--- config.mk ---
export PLATFORM = sky130hd
export DESIGN_NAME = epoch_redirect_ctl
export DESIGN_NICKNAME = d
export VERILOG_FILES = /design/src/rtl/rdr_pkg.sv /design/src/rtl/rdr_epoch_ctr.sv /design/src/rtl/rdr_redirect_arb.sv /design/src/rtl/rdr_fetch_pc.sv /design/src/rtl/rdr_kill_check.sv /design/src/rtl/epoch_redirect_ctl.sv
export SDC_FILE = /design/constraint.sdc
export NUM_CORES = 1
export LEC_CHECK = 0
export CAP_MARGIN = 20
export CORE_UTILIZATION = 30
export CTS_CLUSTER_SIZE = 30
export DETAILED_ROUTE_END_ITERATION = 10
export GPL_ROUTABILITY_DRIVEN = 0
export PLACE_DENSITY = 0.71
export SLEW_MARGIN = 20
export SYNTH_ARGS = -nofsm -noshare
export SYNTH_HDL_FRONTEND = slang
export SYNTH_SLANG_ARGS = --single-unit
--- constraint.sdc ---
create_clock -name clk -period 2.86 [get_ports clk]
set_clock_uncertainty 0.2 [all_clocks]
set_input_delay 0.858 -clock clk [delete_from_list [all_inputs] [get_ports clk]]
set_output_delay 0.858 -clock clk [all_outputs]
set_load 0.005 [all_outputs]
--- src/rtl/rdr_pkg.sv ---
// Shared types for the fetch redirect controller.
// Assumes nothing beyond IEEE 1800-2017.
package rdr_pkg;

    // Which source steers the fetch PC in the current cycle.
    typedef enum logic [1:0] {
        SRC_HOLD = 2'd0,
        SRC_SEQ  = 2'd1,
        SRC_DEC  = 2'd2,
        SRC_EXE  = 2'd3
    } pc_src_e;

endpackage

--- src/rtl/rdr_epoch_ctr.sv ---
// Wrapping epoch counter. It increments once for each cycle in which bump_i is high.
// Assumes the caller bumps only on an accepted redirect.
module rdr_epoch_ctr #(
    parameter int EPW = 8
) (
    input  logic           clk,
    input  logic           rst_n,
    input  logic           bump_i,
    output logic [EPW-1:0] value_o
);

    localparam logic [EPW-1:0] EP_ONE = EPW'(1);

    logic [EPW-1:0] cnt_q;

    // Hold or advance the epoch; zero on reset.
    always_ff @(posedge clk) begin
        if (!rst_n)      cnt_q <= '0;
        else if (bump_i) cnt_q <= cnt_q + EP_ONE;
    end

    assign value_o = cnt_q;

endmodule

--- src/rtl/rdr_redirect_arb.sv ---
// Redirect acceptance and priority. It checks each request's epoch tags against
// the live epochs and gives execute priority over decode.
// Assumes tags travel unchanged with their instruction.
module rdr_redirect_arb
    import rdr_pkg::*;
#(
    parameter int XLEN = 32,
    parameter int EPW  = 8
) (
    input  logic            fetch_adv_i,
    input  logic            dec_valid_i,
    input  logic [XLEN-1:0] dec_pc_i,
    input  logic [EPW-1:0]  dec_eep_i,
    input  logic [EPW-1:0]  dec_dep_i,
    input  logic            exe_valid_i,
    input  logic [XLEN-1:0] exe_pc_i,
    input  logic [EPW-1:0]  exe_eep_i,
    input  logic [EPW-1:0]  cur_eep_i,
    input  logic [EPW-1:0]  cur_dep_i,
    output logic            exe_take_o,
    output logic            dec_take_o,
    output pc_src_e         src_o,
    output logic [XLEN-1:0] tgt_pc_o
);

    logic exe_ok;
    logic dec_ok;

    // A request qualifies only while its tags are current.
    always_comb begin
        exe_ok = exe_valid_i && (exe_eep_i == cur_eep_i);
        dec_ok = dec_valid_i && (dec_eep_i == cur_eep_i) && (dec_dep_i == cur_dep_i);
    end

    // Execute never yields; decode wins only when execute is silent.
    always_comb begin
        exe_take_o = exe_ok;
        dec_take_o = dec_ok && !exe_ok;
        tgt_pc_o   = exe_ok ? exe_pc_i : dec_pc_i;
        if (exe_ok)           src_o = SRC_EXE;
        else if (dec_ok)      src_o = SRC_DEC;
        else if (fetch_adv_i) src_o = SRC_SEQ;
        else                  src_o = SRC_HOLD;
    end

endmodule

--- src/rtl/rdr_fetch_pc.sv ---
// Fetch PC register with its next-PC mux.
// Assumes src_i comes from the redirect arbiter for the same cycle.
module rdr_fetch_pc
    import rdr_pkg::*;
#(
    parameter int              XLEN     = 32,
    parameter logic [XLEN-1:0] RESET_PC = '0,
    parameter int              PC_STEP  = 4
) (
    input  logic            clk,
    input  logic            rst_n,
    input  pc_src_e         src_i,
    input  logic [XLEN-1:0] tgt_pc_i,
    input  logic            pred_valid_i,
    input  logic [XLEN-1:0] pred_pc_i,
    output logic [XLEN-1:0] pc_o
);

    localparam logic [XLEN-1:0] STEP = XLEN'(PC_STEP);

    logic [XLEN-1:0] pc_q;
    logic [XLEN-1:0] pc_d;
    logic [XLEN-1:0] seq_pc;

    // Sequential successor: the prediction when offered, else PC + step.
    assign seq_pc = pred_valid_i ? pred_pc_i : (pc_q + STEP);

    // Choose the next PC from the arbiter decision.
    always_comb begin
        unique case (src_i)
            SRC_EXE, SRC_DEC: pc_d = tgt_pc_i;
            SRC_SEQ:          pc_d = seq_pc;
            default:          pc_d = pc_q;
        endcase
    end

    // Register the PC; load the reset vector on reset.
    always_ff @(posedge clk) begin
        if (!rst_n) pc_q <= RESET_PC;
        else        pc_q <= pc_d;
    end

    assign pc_o = pc_q;

endmodule

--- src/rtl/rdr_kill_check.sv ---
// Per-stage wrong-path detector. It compares the presented tags with the live epochs.
// Assumes the tags are valid whenever the stage holds an instruction.
module rdr_kill_check #(
    parameter int EPW = 8
) (
    input  logic [EPW-1:0] cur_eep_i,
    input  logic [EPW-1:0] cur_dep_i,
    input  logic [EPW-1:0] dec_eep_i,
    input  logic [EPW-1:0] dec_dep_i,
    input  logic [EPW-1:0] exe_eep_i,
    output logic           dec_kill_o,
    output logic           exe_kill_o
);

    // Execute checks one tag; decode checks both.
    always_comb begin
        exe_kill_o = (exe_eep_i != cur_eep_i);
        dec_kill_o = (dec_eep_i != cur_eep_i) || (dec_dep_i != cur_dep_i);
    end

endmodule

--- src/rtl/epoch_redirect_ctl.sv ---
// Front-end redirect controller. It holds the fetch PC and one global epoch per
// redirecting stage, accepts only redirects from current-epoch instructions
// (execute first), and reports wrong-path instructions in decode and execute.
// Assumes fewer than 2**(EPW-1) redirects are in flight at any time.
module epoch_redirect_ctl
    import rdr_pkg::*;
#(
    parameter int              XLEN     = 32,
    parameter int              EPW      = 8,
    parameter logic [XLEN-1:0] RESET_PC = 32'h0000_0200,
    parameter int              PC_STEP  = 4
) (
    input  logic            clk,
    input  logic            rst_n,
    input  logic            fetch_adv_i,
    input  logic            pred_valid_i,
    input  logic [XLEN-1:0] pred_pc_i,
    input  logic            dec_redir_valid_i,
    input  logic [XLEN-1:0] dec_redir_pc_i,
    input  logic [EPW-1:0]  dec_redir_eep_i,
    input  logic [EPW-1:0]  dec_redir_dep_i,
    input  logic            exe_redir_valid_i,
    input  logic [XLEN-1:0] exe_redir_pc_i,
    input  logic [EPW-1:0]  exe_redir_eep_i,
    input  logic [EPW-1:0]  dec_chk_eep_i,
    input  logic [EPW-1:0]  dec_chk_dep_i,
    input  logic [EPW-1:0]  exe_chk_eep_i,
    output logic [XLEN-1:0] fetch_pc_o,
    output logic [EPW-1:0]  fetch_eep_o,
    output logic [EPW-1:0]  fetch_dep_o,
    output logic            dec_kill_o,
    output logic            exe_kill_o
);

    localparam logic [EPW-1:0]  EP_ONE = EPW'(1);
    localparam logic [XLEN-1:0] STEP   = XLEN'(PC_STEP);

    logic            exe_take;
    logic            dec_take;
    pc_src_e         pc_src;
    logic [XLEN-1:0] tgt_pc;
    logic [EPW-1:0]  cur_eep;
    logic [EPW-1:0]  cur_dep;

    rdr_epoch_ctr #(.EPW(EPW)) u_eep_ctr (
        .clk     (clk),
        .rst_n   (rst_n),
        .bump_i  (exe_take),
        .value_o (cur_eep)
    );

    rdr_epoch_ctr #(.EPW(EPW)) u_dep_ctr (
        .clk     (clk),
        .rst_n   (rst_n),
        .bump_i  (dec_take),
        .value_o (cur_dep)
    );

    rdr_redirect_arb #(.XLEN(XLEN), .EPW(EPW)) u_arb (
        .fetch_adv_i (fetch_adv_i),
        .dec_valid_i (dec_redir_valid_i),
        .dec_pc_i    (dec_redir_pc_i),
        .dec_eep_i   (dec_redir_eep_i),
        .dec_dep_i   (dec_redir_dep_i),
        .exe_valid_i (exe_redir_valid_i),
        .exe_pc_i    (exe_redir_pc_i),
        .exe_eep_i   (exe_redir_eep_i),
        .cur_eep_i   (cur_eep),
        .cur_dep_i   (cur_dep),
        .exe_take_o  (exe_take),
        .dec_take_o  (dec_take),
        .src_o       (pc_src),
        .tgt_pc_o    (tgt_pc)
    );

    rdr_fetch_pc #(.XLEN(XLEN), .RESET_PC(RESET_PC), .PC_STEP(PC_STEP)) u_pc (
        .clk          (clk),
        .rst_n        (rst_n),
        .src_i        (pc_src),
        .tgt_pc_i     (tgt_pc),
        .pred_valid_i (pred_valid_i),
        .pred_pc_i    (pred_pc_i),
        .pc_o         (fetch_pc_o)
    );

    rdr_kill_check #(.EPW(EPW)) u_kill (
        .cur_eep_i  (cur_eep),
        .cur_dep_i  (cur_dep),
        .dec_eep_i  (dec_chk_eep_i),
        .dec_dep_i  (dec_chk_dep_i),
        .exe_eep_i  (exe_chk_eep_i),
        .dec_kill_o (dec_kill_o),
        .exe_kill_o (exe_kill_o)
    );

    assign fetch_eep_o = cur_eep;
    assign fetch_dep_o = cur_dep;

    // Port-level checks of the redirect rules.
    AST_EXE_REDIRECT: assert property (@(posedge clk) disable iff (!rst_n)
        (exe_redir_valid_i && exe_redir_eep_i == fetch_eep_o) |=>
        (fetch_pc_o == $past(exe_redir_pc_i) && fetch_eep_o == $past(fetch_eep_o) + EP_ONE
         && fetch_dep_o == $past(fetch_dep_o)));

    AST_DEC_REDIRECT: assert property (@(posedge clk) disable iff (!rst_n)
        (dec_redir_valid_i && dec_redir_eep_i == fetch_eep_o && dec_redir_dep_i == fetch_dep_o
         && !(exe_redir_valid_i && exe_redir_eep_i == fetch_eep_o)) |=>
        (fetch_pc_o == $past(dec_redir_pc_i) && fetch_dep_o == $past(fetch_dep_o) + EP_ONE
         && $stable(fetch_eep_o)));

    AST_EXE_OVER_DEC: assert property (@(posedge clk) disable iff (!rst_n)
        (exe_redir_valid_i && exe_redir_eep_i == fetch_eep_o && dec_redir_valid_i) |=>
        $stable(fetch_dep_o));

    AST_NO_STALE_MOVE: assert property (@(posedge clk) disable iff (!rst_n)
        (!(exe_redir_valid_i && exe_redir_eep_i == fetch_eep_o)
         && !(dec_redir_valid_i && dec_redir_eep_i == fetch_eep_o && dec_redir_dep_i == fetch_dep_o)) |=>
        ($stable(fetch_eep_o) && $stable(fetch_dep_o)));

    AST_SEQ_STEP: assert property (@(posedge clk) disable iff (!rst_n)
        (fetch_adv_i && !pred_valid_i && !exe_redir_valid_i && !dec_redir_valid_i) |=>
        (fetch_pc_o == $past(fetch_pc_o) + STEP));

    AST_STALL_HOLD: assert property (@(posedge clk) disable iff (!rst_n)
        (!fetch_adv_i && !exe_redir_valid_i && !dec_redir_valid_i) |=> $stable(fetch_pc_o));

    AST_EXE_KILL: assert property (@(posedge clk) disable iff (!rst_n)
        exe_kill_o == (exe_chk_eep_i != fetch_eep_o));

endmodule

==> reports/metrics.yaml <==
cells_and_area:
  antenna_cells: 0
  drive_gt1_share_pct: 18.6
  syn_to_final_growth_pct: 75.5
  finalInstanceArea_mm2: 0.00707
  final_nets: 933
run_status:
  violations: "setup timing"
  status: "finished with violations"
floorplanning:
  die_area_mm2: 0.0139
  die_w_um: 118
  fp.dieH_um: 118
  initial_core_util_pct: 31.3
  placementRows: 41
  io_pins: 200
  core_area_mm2: 0.0129
setup_path:
  critPathArrivalTime_ps: 1810
  cp_max_fo: 1
  critical_path_required_ps: 1800
  critical_path.endpoint_type: "output port"
  cp-start-kind: "primary input"
  criticalPathCategory: "in2out"
drt:
  avgRoutedWirePerCell_um: 18.5
  drc_errors: 0
  drt-initial-drc-count: 350
  totalWireLength_um: 17600
  vias: 5235
  drtPass1Iterations: 5
  drtAntennaViolNets: 0
  via_per_inst: 5.49
clock_network:
  clk_pin_slew_ps: 70
  cts_buffers: 5
  cts_tree: "built"
  clock_latency_ps: 290
  clk_path_buf_depth: 2
  cts_root_buffer: "clkbuf_16"
  h-tree-depth: 2
  cts_sinks: 48
min_path:
  hold_path_class: "reg2reg"
global_route:
  grtUsageTotal_pct: 24.4
  overflow: 0
  antenna_found_initial: 0
  grt_max_degree: 30
  grt_pass1_wl_um: 27000
  grt_pass1_vias: 5144
yosys:
  yosysMostFrequentCell: "nand2_1"
  synth_area_per_cell_um2: 7.50
  synth-edff-count: 0
  synth_area_leaders: "dfxtp_1, xor2_1, a21oi_1, xnor2_1, o21ai_0"
  synthFlopType: "dfxtp_1"
  ys_seq_area_share_pct: 23.9
  synth.cells.most_frequent: "nand2_1, dfxtp_1, a21oi_1, nor2_1, o21ai_0"
  synth_cells: 537
  synth_seq_cells: 48
  synth_cell_type_count: 63
  netlist_area_mm2: 0.00403
  synth_top_area_share_pct: 23.9
  yosysWarnings: 0
  syn_nets: 690
  synth.largest_area_cell: "dfxtp_1"
  async_flop_share_pct: 0
power_and_ir_drop:
  internal-power_mw: 1.40
  power_frac_clock_pct: 31.8
  leakagePower_nw: 2.74
  p_comb_share_pct: 29.1
  p_total_mw: 1.90
  worst_ir_drop_vdd_uv: 218
  power.density_mw_per_mm2: 269
  seq_power_share_pct: 39.0
  switching_share_pct: 26.5
  p_sw_mw: 0.503
run:
  drv_cap: 0
timing:
  relSlewSlack_pct: 65.7
  finalHoldViolations: 0
  fin_tns_setup_ps: -8.32
  rsz0062_at_grt: "yes"
  setup_violations: 1
  fin_crit_ps: 2870
  worst_pin_slew_ps: 514
  timing.final.ws_setup_ps: -8.32
  slew_viol_final: 0
  fin_crit_sh_pct: 100
  fmax_ghz: 0.349
placement:
  portBuffers: 199
  placed_area_mm2: 0.00665
  hpwl_um: 13600
[cell usage in the layout, fill, tap and decap left out, drive strengths merged, types with 8 or more instances in the layout]
cell | netlist | final
dlygate4sd2 | 0 | 26
mux2i | 8 | 8
xnor2 | 30 | 30
o31ai | 9 | 9
xor2 | 30 | 30
clkbuf | 30 | 14
o21ai | 37 | 37
nand4 | 21 | 21
nand2 | 50 | 50
or3 | 15 | 15
nor3 | 23 | 23
buf | 14 | 83
and3 | 12 | 12
nor4 | 8 | 8
nor2 | 39 | 39
a31oi | 9 | 9
clkdlybuf4s50 | 0 | 153
nand3 | 16 | 16
a21oi | 42 | 42
dfxtp | 48 | 48
[stage by stage]
| step | hold WS [ps] | instances | util (%) | setup slack, ps |
|---|---|---|---|---|
| 3_5_place_dp | 345 | 932 | 51.6 | -596 |
| 6_report | 362 | 953 | 54.9 | -8.32 |
| 4_1_cts | 356 | 947 | 53.5 | 0.473 |
| 3_3_place_gp | 334 | 932 | 51.6 | -550 |
| 2_1_floorplan | 318 | 537 | - | 41.4 |
| 5_1_grt | 423 | 953 | 54.9 | -131 |
[path summary, 6_finish.rpt]
kind / cells past startpoint / from / end / slack [ps]
setup / recovery: 5 / dec_chk_dep_i[6] / dec_kill_o / -8
setup reg to reg: 7 / u_eep_ctr.value_o[6] / u_dep_ctr.value_o[6] / 200
hold / removal: 2 / u_pc.pc_o[7] / u_pc.pc_o[7] / 360
hold reg to reg: 2 / u_pc.pc_o[7] / u_pc.pc_o[7] / 360
[cells by family (layout without fill, tap and decap cells)]
kind of cell    after synthesis  after routing  synth area share (%)
simple gates                210            210                  27.2
compound gates              158            158                  25.6
xor+xnor                     60             60                  14.6
buf+inv                      50            294                  5.78
flops                        48             48                  23.9
mux                           8              8                  1.99
fa+ha+maj                     3              3                 0.932
[worst max-delay path, cell delays in order]
cell           delay (ps)
dlygate4sd2_1         240
xor2_1                150
nor4_1                280
nand4_1               130
buf_2                 150
[timing repair]
action                                 4_1_cts  5_1_grt
gates cloned                                 1        0
setup buffers                                6        7
setup endpoints to repair                   39       37
gates resized for setup                     68       51
hold buffers                                 0        0
pin swaps                                   16       27
endpoints found under the hold margin        0        0
[metal layers]
layer / vias to the layer above / part of all wire (%) / global-route usage (%)
li1: 2479 / - / -
met1: 2497 / 42 / 30.7
met2: 227 / 49 / 41.4
met3: 32 / 6.7 / 4.41
met4: 0 / 2.9 / 8.49
met5: - / 0 / 0
[state kept, by name, indices dropped and copies added (netlist names)]
name / cells
u_pc.pc_o: 32
u_eep_ctr.value_o: 8
u_dep_ctr.value_o: 8
[area by class of cell]
type                            count  area [um2]
Multi-Input combinational cell    439        3110
Tap cell                          172         215
Inverter                            6        22.5
Clock buffer                        8         146
Timing Repair Buffer              280        2610
Fill cell                        1194        5810
Sequential cell                    48         961
[power groups by stage]
stage | logic (mW) | clock network, mW | registers, mW
after global routing | 0.591 | 0.646 | 0.745
after detailed placement | 0.540 | 0 | 0.755
after global placement | 0.531 | 0 | 0.753
final | 0.553 | 0.604 | 0.741
after CTS | 0.533 | 0.615 | 0.740
after floorplan | 0.181 | 0 | 0.746
Note: power is estimated with default switching activity, not from simulation.
